===== src/rtl/irq_rrf_pkg.sv =====
package irq_rrf_pkg;

    // Bus offsets
    localparam logic [7:0] OFF_SEL = 8'h00;
    localparam logic [7:0] OFF_WIN = 8'h10;

    // Select values for the special registers
    localparam logic [7:0] SEL_ID   = 8'h00;
    localparam logic [7:0] SEL_VER  = 8'h01;
    localparam logic [7:0] SEL_ARB  = 8'h02;
    localparam logic [7:0] SEL_TBL0 = 8'h10;

    // Entry bit positions decoded by the delivery logic
    localparam int B_DSTAT = 12;
    localparam int B_RIRR  = 14;
    localparam int B_TRIG  = 15;
    localparam int B_MASK  = 16;

    localparam logic [63:0] ENTRY_RST = 64'(1) << B_MASK;

    typedef enum logic [2:0] {
        K_ID,
        K_VER,
        K_ARB,
        K_TBL,
        K_NONE
    } sel_kind_t;

    typedef enum logic [1:0] {
        ACC_IDLE,
        ACC_READ,
        ACC_WRITE
    } acc_state_t;

endpackage


===== src/rtl/irq_rrf_sel_decode.sv =====
module irq_rrf_sel_decode
    import irq_rrf_pkg::*;
#(
    parameter int NUM_PINS = 24,
    parameter int IDX_W    = 5
) (
    input  logic [7:0]       sel,
    output sel_kind_t        kind,
    output logic [IDX_W-1:0] idx,
    output logic             upper
);

    logic [7:0] off;
    logic [6:0] slot;

    always_comb begin
        off   = sel - SEL_TBL0;
        slot  = off[7:1];
        upper = sel[0];
        idx   = slot[IDX_W-1:0];
        if (sel == SEL_ID) begin
            kind = K_ID;
        end else if (sel == SEL_VER) begin
            kind = K_VER;
        end else if (sel == SEL_ARB) begin
            kind = K_ARB;
        end else if ((sel >= SEL_TBL0) && (slot < 7'(NUM_PINS))) begin
            kind = K_TBL;
        end else begin
            kind = K_NONE;
        end
    end

endmodule


===== src/rtl/irq_rrf_entry.sv =====
module irq_rrf_entry
    import irq_rrf_pkg::*;
(
    input  logic        clk,
    input  logic        rst_n,
    input  logic        bus_we,
    input  logic        upper,
    input  logic [31:0] wdata,
    input  logic        sts_we,
    input  logic        sts_rirr,
    input  logic        sts_dstat,
    output logic [63:0] q,
    output logic        mask_chg
);

    logic [63:0] merged;
    logic [63:0] nxt;

    always_comb begin
        merged = upper ? {wdata, q[31:0]} : {q[63:32], wdata};
        merged[B_DSTAT] = q[B_DSTAT];
        merged[B_RIRR]  = q[B_RIRR];
        nxt = bus_we ? merged : q;
        if (sts_we) begin
            nxt[B_DSTAT] = sts_dstat;
            nxt[B_RIRR]  = sts_rirr;
        end
        if (bus_we && !nxt[B_TRIG]) begin
            nxt[B_RIRR] = 1'b0;
        end
        mask_chg = bus_we && (nxt[B_MASK] != q[B_MASK]);
    end

    always_ff @(posedge clk) begin
        if (!rst_n) begin
            q <= ENTRY_RST;
        end else begin
            q <= nxt;
        end
    end

endmodule


===== src/rtl/irq_route_regfile.sv =====
module irq_route_regfile
    import irq_rrf_pkg::*;
#(
    parameter int          NUM_PINS = 24,
    parameter logic [7:0]  VERSION  = 8'h11,
    localparam int         IDX_W    = (NUM_PINS > 1) ? $clog2(NUM_PINS) : 1
) (
    input  logic                    clk,
    input  logic                    rst_n,
    input  logic                    bus_wr,
    input  logic                    bus_rd,
    input  logic [7:0]              bus_addr,
    input  logic [31:0]             bus_wdata,
    output logic [31:0]             bus_rdata,
    output logic                    bus_rvalid,
    input  logic                    sts_we,
    input  logic [IDX_W-1:0]        sts_idx,
    input  logic                    sts_remote_irr,
    input  logic                    sts_deliv,
    output logic [64*NUM_PINS-1:0]  tbl_flat,
    output logic                    upd_valid,
    output logic [IDX_W-1:0]        upd_index,
    output logic                    upd_mask_chg
);

    localparam logic [7:0] PIN_MAX = 8'(NUM_PINS - 1);

    acc_state_t       state, nxt_state;
    logic [7:0]       sel_q;
    logic [3:0]       id_q;
    logic [31:0]      rdata_q;
    logic [IDX_W-1:0] upd_idx_q;
    logic             mchg_q;

    sel_kind_t        kind;
    logic [IDX_W-1:0] idx;
    logic             upper;

    logic             sel_hit, win_hit, do_wr, do_rd, tbl_we;
    logic [31:0]      rd_word;
    logic [63:0]      ent_q [NUM_PINS];
    logic [NUM_PINS-1:0] mchg_vec;

    irq_rrf_sel_decode #(
        .NUM_PINS (NUM_PINS),
        .IDX_W    (IDX_W)
    ) u_dec (
        .sel   (sel_q),
        .kind  (kind),
        .idx   (idx),
        .upper (upper)
    );

    assign sel_hit = (bus_addr == OFF_SEL);
    assign win_hit = (bus_addr == OFF_WIN);
    assign do_wr   = bus_wr;
    assign do_rd   = bus_rd && !bus_wr;
    assign tbl_we  = do_wr && win_hit && (kind == K_TBL);

    for (genvar g = 0; g < NUM_PINS; g++) begin : g_ent
        irq_rrf_entry u_ent (
            .clk       (clk),
            .rst_n     (rst_n),
            .bus_we    (tbl_we && (idx == IDX_W'(g))),
            .upper     (upper),
            .wdata     (bus_wdata),
            .sts_we    (sts_we && (sts_idx == IDX_W'(g))),
            .sts_rirr  (sts_remote_irr),
            .sts_dstat (sts_deliv),
            .q         (ent_q[g]),
            .mask_chg  (mchg_vec[g])
        );
        assign tbl_flat[64*g +: 64] = ent_q[g];
    end

    // Read data selection
    always_comb begin
        rd_word = '0;
        if (sel_hit) begin
            rd_word = {24'h0, sel_q};
        end else if (win_hit) begin
            unique case (kind)
                K_ID, K_ARB: rd_word = {4'h0, id_q, 24'h0};
                K_VER:       rd_word = {8'h0, PIN_MAX, 8'h0, VERSION};
                K_TBL:       rd_word = upper ? ent_q[idx][63:32] : ent_q[idx][31:0];
                default:     rd_word = '1;
            endcase
        end
    end

    // Register writes outside the table
    always_ff @(posedge clk) begin
        if (!rst_n) begin
            sel_q <= '0;
            id_q  <= '0;
        end else if (do_wr) begin
            if (sel_hit) begin
                sel_q <= bus_wdata[7:0];
            end
            if (win_hit && (kind == K_ID)) begin
                id_q <= bus_wdata[27:24];
            end
        end
    end

    // Response payload capture
    always_ff @(posedge clk) begin
        if (!rst_n) begin
            rdata_q   <= '0;
            upd_idx_q <= '0;
            mchg_q    <= 1'b0;
        end else begin
            if (do_rd) begin
                rdata_q <= rd_word;
            end
            if (tbl_we) begin
                upd_idx_q <= idx;
                mchg_q    <= |mchg_vec;
            end
        end
    end

    // Access state machine: next state
    always_comb begin
        unique case ({tbl_we, do_rd})
            2'b10:   nxt_state = ACC_WRITE;
            2'b01:   nxt_state = ACC_READ;
            default: nxt_state = ACC_IDLE;
        endcase
    end

    // Access state machine: state register
    always_ff @(posedge clk) begin
        if (!rst_n) begin
            state <= ACC_IDLE;
        end else begin
            state <= nxt_state;
        end
    end

    // Access state machine: outputs
    always_comb begin
        bus_rvalid   = 1'b0;
        upd_valid    = 1'b0;
        unique case (state)
            ACC_READ:  bus_rvalid = 1'b1;
            ACC_WRITE: upd_valid  = 1'b1;
            default:   ;
        endcase
        bus_rdata    = rdata_q;
        upd_index    = upd_idx_q;
        upd_mask_chg = upd_valid && mchg_q;
    end

endmodule


===== config.mk =====
export PLATFORM = sky130hd
export DESIGN_NAME = irq_route_regfile
export DESIGN_NICKNAME = d
export VERILOG_FILES = /design/src/rtl/irq_rrf_pkg.sv /design/src/rtl/irq_rrf_sel_decode.sv /design/src/rtl/irq_rrf_entry.sv /design/src/rtl/irq_route_regfile.sv
export SDC_FILE = /design/constraint.sdc
export NUM_CORES = 2
export LEC_CHECK = 0
export BUFFER_PORTS_ARGS = -buffer_cell sky130_fd_sc_hd__buf_2
export CAP_MARGIN = 30
export CORE_AREA = 3 3 628 630
export CTS_CLUSTER_DIAMETER = 30
export DETAILED_ROUTE_END_ITERATION = 7
export DIE_AREA = 0 0 631 633
export GPL_TIMING_DRIVEN = 0
export MAX_ROUTING_LAYER = met4
export PLACE_DENSITY = 0.33
export SLEW_MARGIN = 20
export SYNTH_ARGS = -nofsm -noshare
export SYNTH_HDL_FRONTEND = slang
export SYNTH_SLANG_ARGS = --single-unit

===== constraint.sdc =====
create_clock -name clk -period 3.95 [get_ports clk]
set_input_delay 0 -clock clk [delete_from_list [all_inputs] [get_ports clk]]
set_output_delay 0 -clock clk [all_outputs]
set_load 0.02 [all_outputs]

==> flow_metrics.py <==
metrics = {
    "synthesis": {
        "netlist_area_mm2": 0.0683,
        "ys_seq_area_share_pct": 46.5,
        "muxShareOfSynthArea_pct": 16.9,
        "synthAdderAreaFrac_pct": 0.0366,
        "netlist_instances": 7972,
        "ys_types": 73,
        "synthFlopType": "dfxtp_1",
        "synthArstFlopShare_pct": 0,
        "yosysWarningCount": 0,
        "synth_xor_area_share_pct": 0.115,
        "synth_edf_count": 0,
        "synth_top_family_by_area": "simple AND/OR/NAND/NOR gates",
        "synth_compound_area_share_pct": 12.8,
        "synth-seq-cells": 1588,
        "synth.avg_cell_area_um2": 8.57,
        "syn-num-nets": 8026,
        "synthSimpleGateAreaFrac_pct": 19.1,
    },
    "worst_setup_path": {
        "cp.arrival_ns": 4.89,
        "r2r_slack_ns": -0.07,
        "crit_top_cell": "mux4_2",
        "worst-path-max-fanout": 10,
        "cpPeakStageDelay_ns": 0.73,
        "cp_cell_sequence": "buf_1 > buf_6 > clkbuf_2 > mux4_2 > mux4_2 > mux2i_1 > o21ai_0",
        "regToRegEndpoint": "bus_rdata[12]$_SDFFE_PN0P_",
        "crit_required_ns": 4.82,
        "slowest_stage": "mux4_2",
        "ff2ff_path_depth": 7,
        "r2r-start": "sel_q[2]$_SDFFE_PN0P_",
        "crit_start": "sel_q[2]$_SDFFE_PN0P_",
        "cp-end-kind": "flop",
        "start_kind": "flop",
        "worstSetupPathType": "flop to flop",
    },
    "detailed_routing": {
        "drt-initial-drc-count": 8959,
        "drcViolationCount": 0,
        "wirelength_um": 715000,
        "vias_per_cell": 4.91,
        "vias": 79200,
        "firstDrtPassIters": 6,
        "wl_per_cell_um": 44.3,
        "drtAntennaViolNets": 0,
    },
    "sta": {
        "fin_ws_ns": -0.0721,
        "finalHoldViolCount": 0,
        "skew_ns": 0.0790,
        "relSlewSlack_pct": 26.0,
        "finalCritPeriodShare_pct": 102,
        "final.setup.tns_ns": -0.380,
        "timing.hold.ws_ns": 0.102,
        "drv_slew": 0,
        "fmax_ghz": 0.249,
        "rsz0062_at_grt": "true",
        "finalSetupViolations": 7,
        "tightest_slew_ns": 1.11,
        "period_minus_slack_ns": 4.02,
    },
    "die": {
        "die-area_mm2": 0.399,
        "fp.dieW_um": 631,
        "start_util_pct": 17.6,
        "die_y_um": 633,
        "core_area_mm2": 0.389,
        "rows": 229,
        "ioPinCount": 1628,
    },
    "layout": {
        "postLayoutCoreUtil_pct": 27.3,
        "most-common-layout-cells": "nand2_1, buf_2, dfxtp_1",
        "stdcell_count": 16100,
        "final_common_cell": "nand2_1",
        "layout-drive-gt1-share_pct": 33.2,
        "fin_area_mm2": 0.106,
        "n_fill_cell": 42100,
        "area_delta_synth_final_pct": 55.4,
        "fin_nets": 10400,
    },
    "cts": {
        "clk_latency_ns": 1.06,
        "cts-root-buf": "clkbuf_16",
        "h-tree-depth": 6,
        "cts_max_path_buffers": 4,
        "clk_pin_slew_worst_paths_ns": 0.04,
        "cts_buffers": 553,
        "clkSinkCount": 1588,
        "cts_tree": "done",
    },
    "pwr": {
        "total_power_mw": 60.7,
        "powerDensity_mw_per_mm2": 571,
        "ir_worst_vdd_mv": 0.397,
        "power_leakage_nw": 41.4,
    },
    "run": {
        "cap_viol_max_count": 0,
    },
    "grt": {
        "antenna_found_initial": 143,
        "grt_use_total_pct": 35.3,
        "grt_max_degree": 20,
        "grt_overflow": 0,
        "grt_pass1_wl_um": 880000,
        "grt_pass1_vias": 74100,
    },
    "worst_hold_path": {
        "min_from": "sts_idx[2]",
        "hold_end": "g_ent[9].u_ent.q[12]$_SDFFE_PN0P_",
        "min_path_cells": 5,
        "hold_path_class": "input port to flop",
    },
    "placed_design": {
        "dp_cells": 14900,
        "portBuffers": 1596,
        "hpwl_um": 591000,
        "gp_congestion": 0.956,
        "placed_area_mm2": 0.0856,
        "dp_slack_ns": -1.63,
    },
    "run_status": {
        "outcome": "finished with violations",
        "violations": "negative setup slack",
    },
}
## layer usage
| metal | global-route usage [%] | vias to the layer above | wire length, um |
|---|---|---|---|
| met5 | - | - | 0 |
| met2 | 57.6 | 4963 | 342000 |
| met1 | 37.6 | 40500 | 256000 |
| met3 | 8.81 | 1324 | 57100 |
| li1 | - | 32400 | - |
| met4 | 24.9 | 0 | 59700 |
## report_power, final
group	internal [mW]	switching (mW)	leakage, nW	total (mW)
sequential	16.1	0.00332	12.8	16.1
combinational	0.312	1.47	19.6	1.78
clock	29.3	13.5	9.07	42.8
total	45.7	14.9	41.4	60.7
## what timing repair did
item                                    in CTS  in global routing
endpoints found under the setup margin    1522                930
setup buffers                               22                  5
endpoints found under the hold margin     1169                  0
pin swaps                                    9                  3
hold buffers                                81                  0
resized for setup                          194                110
## Yosys cell counts (7+ instances only)
cell | instances | area share, %
nor2b_1 | 10 | 0.092
o21ai_0 | 45 | 0.33
nand3_1 | 35 | 0.26
a21oi_1 | 1517 | 11
nand4_1 | 18 | 0.16
a211oi_1 | 17 | 0.19
mux4_2 | 476 | 16
nor2_1 | 100 | 0.55
buf_1 | 52 | 0.29
mux2i_1 | 79 | 1.2
and3_1 | 15 | 0.14
nor4_1 | 8 | 0.073
a2bb2oi_1 | 16 | 0.21
a2111oi_0 | 9 | 0.12
dfxtp_1 | 1588 | 47
clkbuf_1 | 612 | 3.4
o211ai_1 | 22 | 0.24
nand2_1 | 3088 | 17
buf_2 | 105 | 0.77
nor3_1 | 39 | 0.29
and2_1 | 7 | 0.064
## kinds of logic (layout without fill, tap and decap cells)
group | after synthesis | in the layout
adder cells (fa/ha/maj) | 2 | 2
AO/OA/AOI/OAI | 1672 | 1672
multiplexers | 558 | 558
buffers and inverters | 783 | 3608
flip-flops | 1588 | 1588
XOR/XNOR | 9 | 9
AND/OR/NAND/NOR | 3360 | 3360
other | 0 | 149
## cell type report
| class | instances | area, um2 | share of cell area [%] |
|---|---|---|---|
| clock inverters | 171 | 2150 | 2.03 |
| multi-input cells | 5601 | 33900 | 32.0 |
| inverters | 8 | 30.0 | 0.0283 |
| flip-flops and latches | 1588 | 31800 | 29.9 |
| well taps | 5197 | 6500 | 6.12 |
| clock buffers | 805 | 16200 | 15.3 |
| diodes | 149 | 373 | 0.351 |
| repair buffers | 1857 | 11600 | 10.9 |
| plain buffers | 767 | 3580 | 3.37 |
## state kept, by name (all words and copies together), names as in the netlist
name,cells
upd_index,5
sel_q,8
state,2
bus_rdata,32
g_ent.u_ent.q,1536
mchg_q,1
id_q,4
## worst max path at each step
stage	cells after the start	end
detailed placement	10	g_ent[15].u_ent.q[16]$_SDFF_PN1_
finish	7	bus_rdata[12]$_SDFFE_PN0P_
CTS	10	g_ent[9].u_ent.q[40]$_SDFFE_PN0P_
global placement	8	g_ent[13].u_ent.q[57]$_SDFFE_PN0P_
global route	15	g_ent[11].u_ent.q[1]$_SDFFE_PN0P_
floorplan	11	bus_rdata[13]$_SDFFE_PN0P_
## worst max-delay path, delay by kind of cell (launching register included)
family | cells | cell delay, ns
flip-flops | 1 | 0.50
buffers and inverters | 3 | 1.39
AO/OA/AOI/OAI | 1 | 0.14
multiplexers | 3 | 1.77
(Power assumes the default switching activity.)
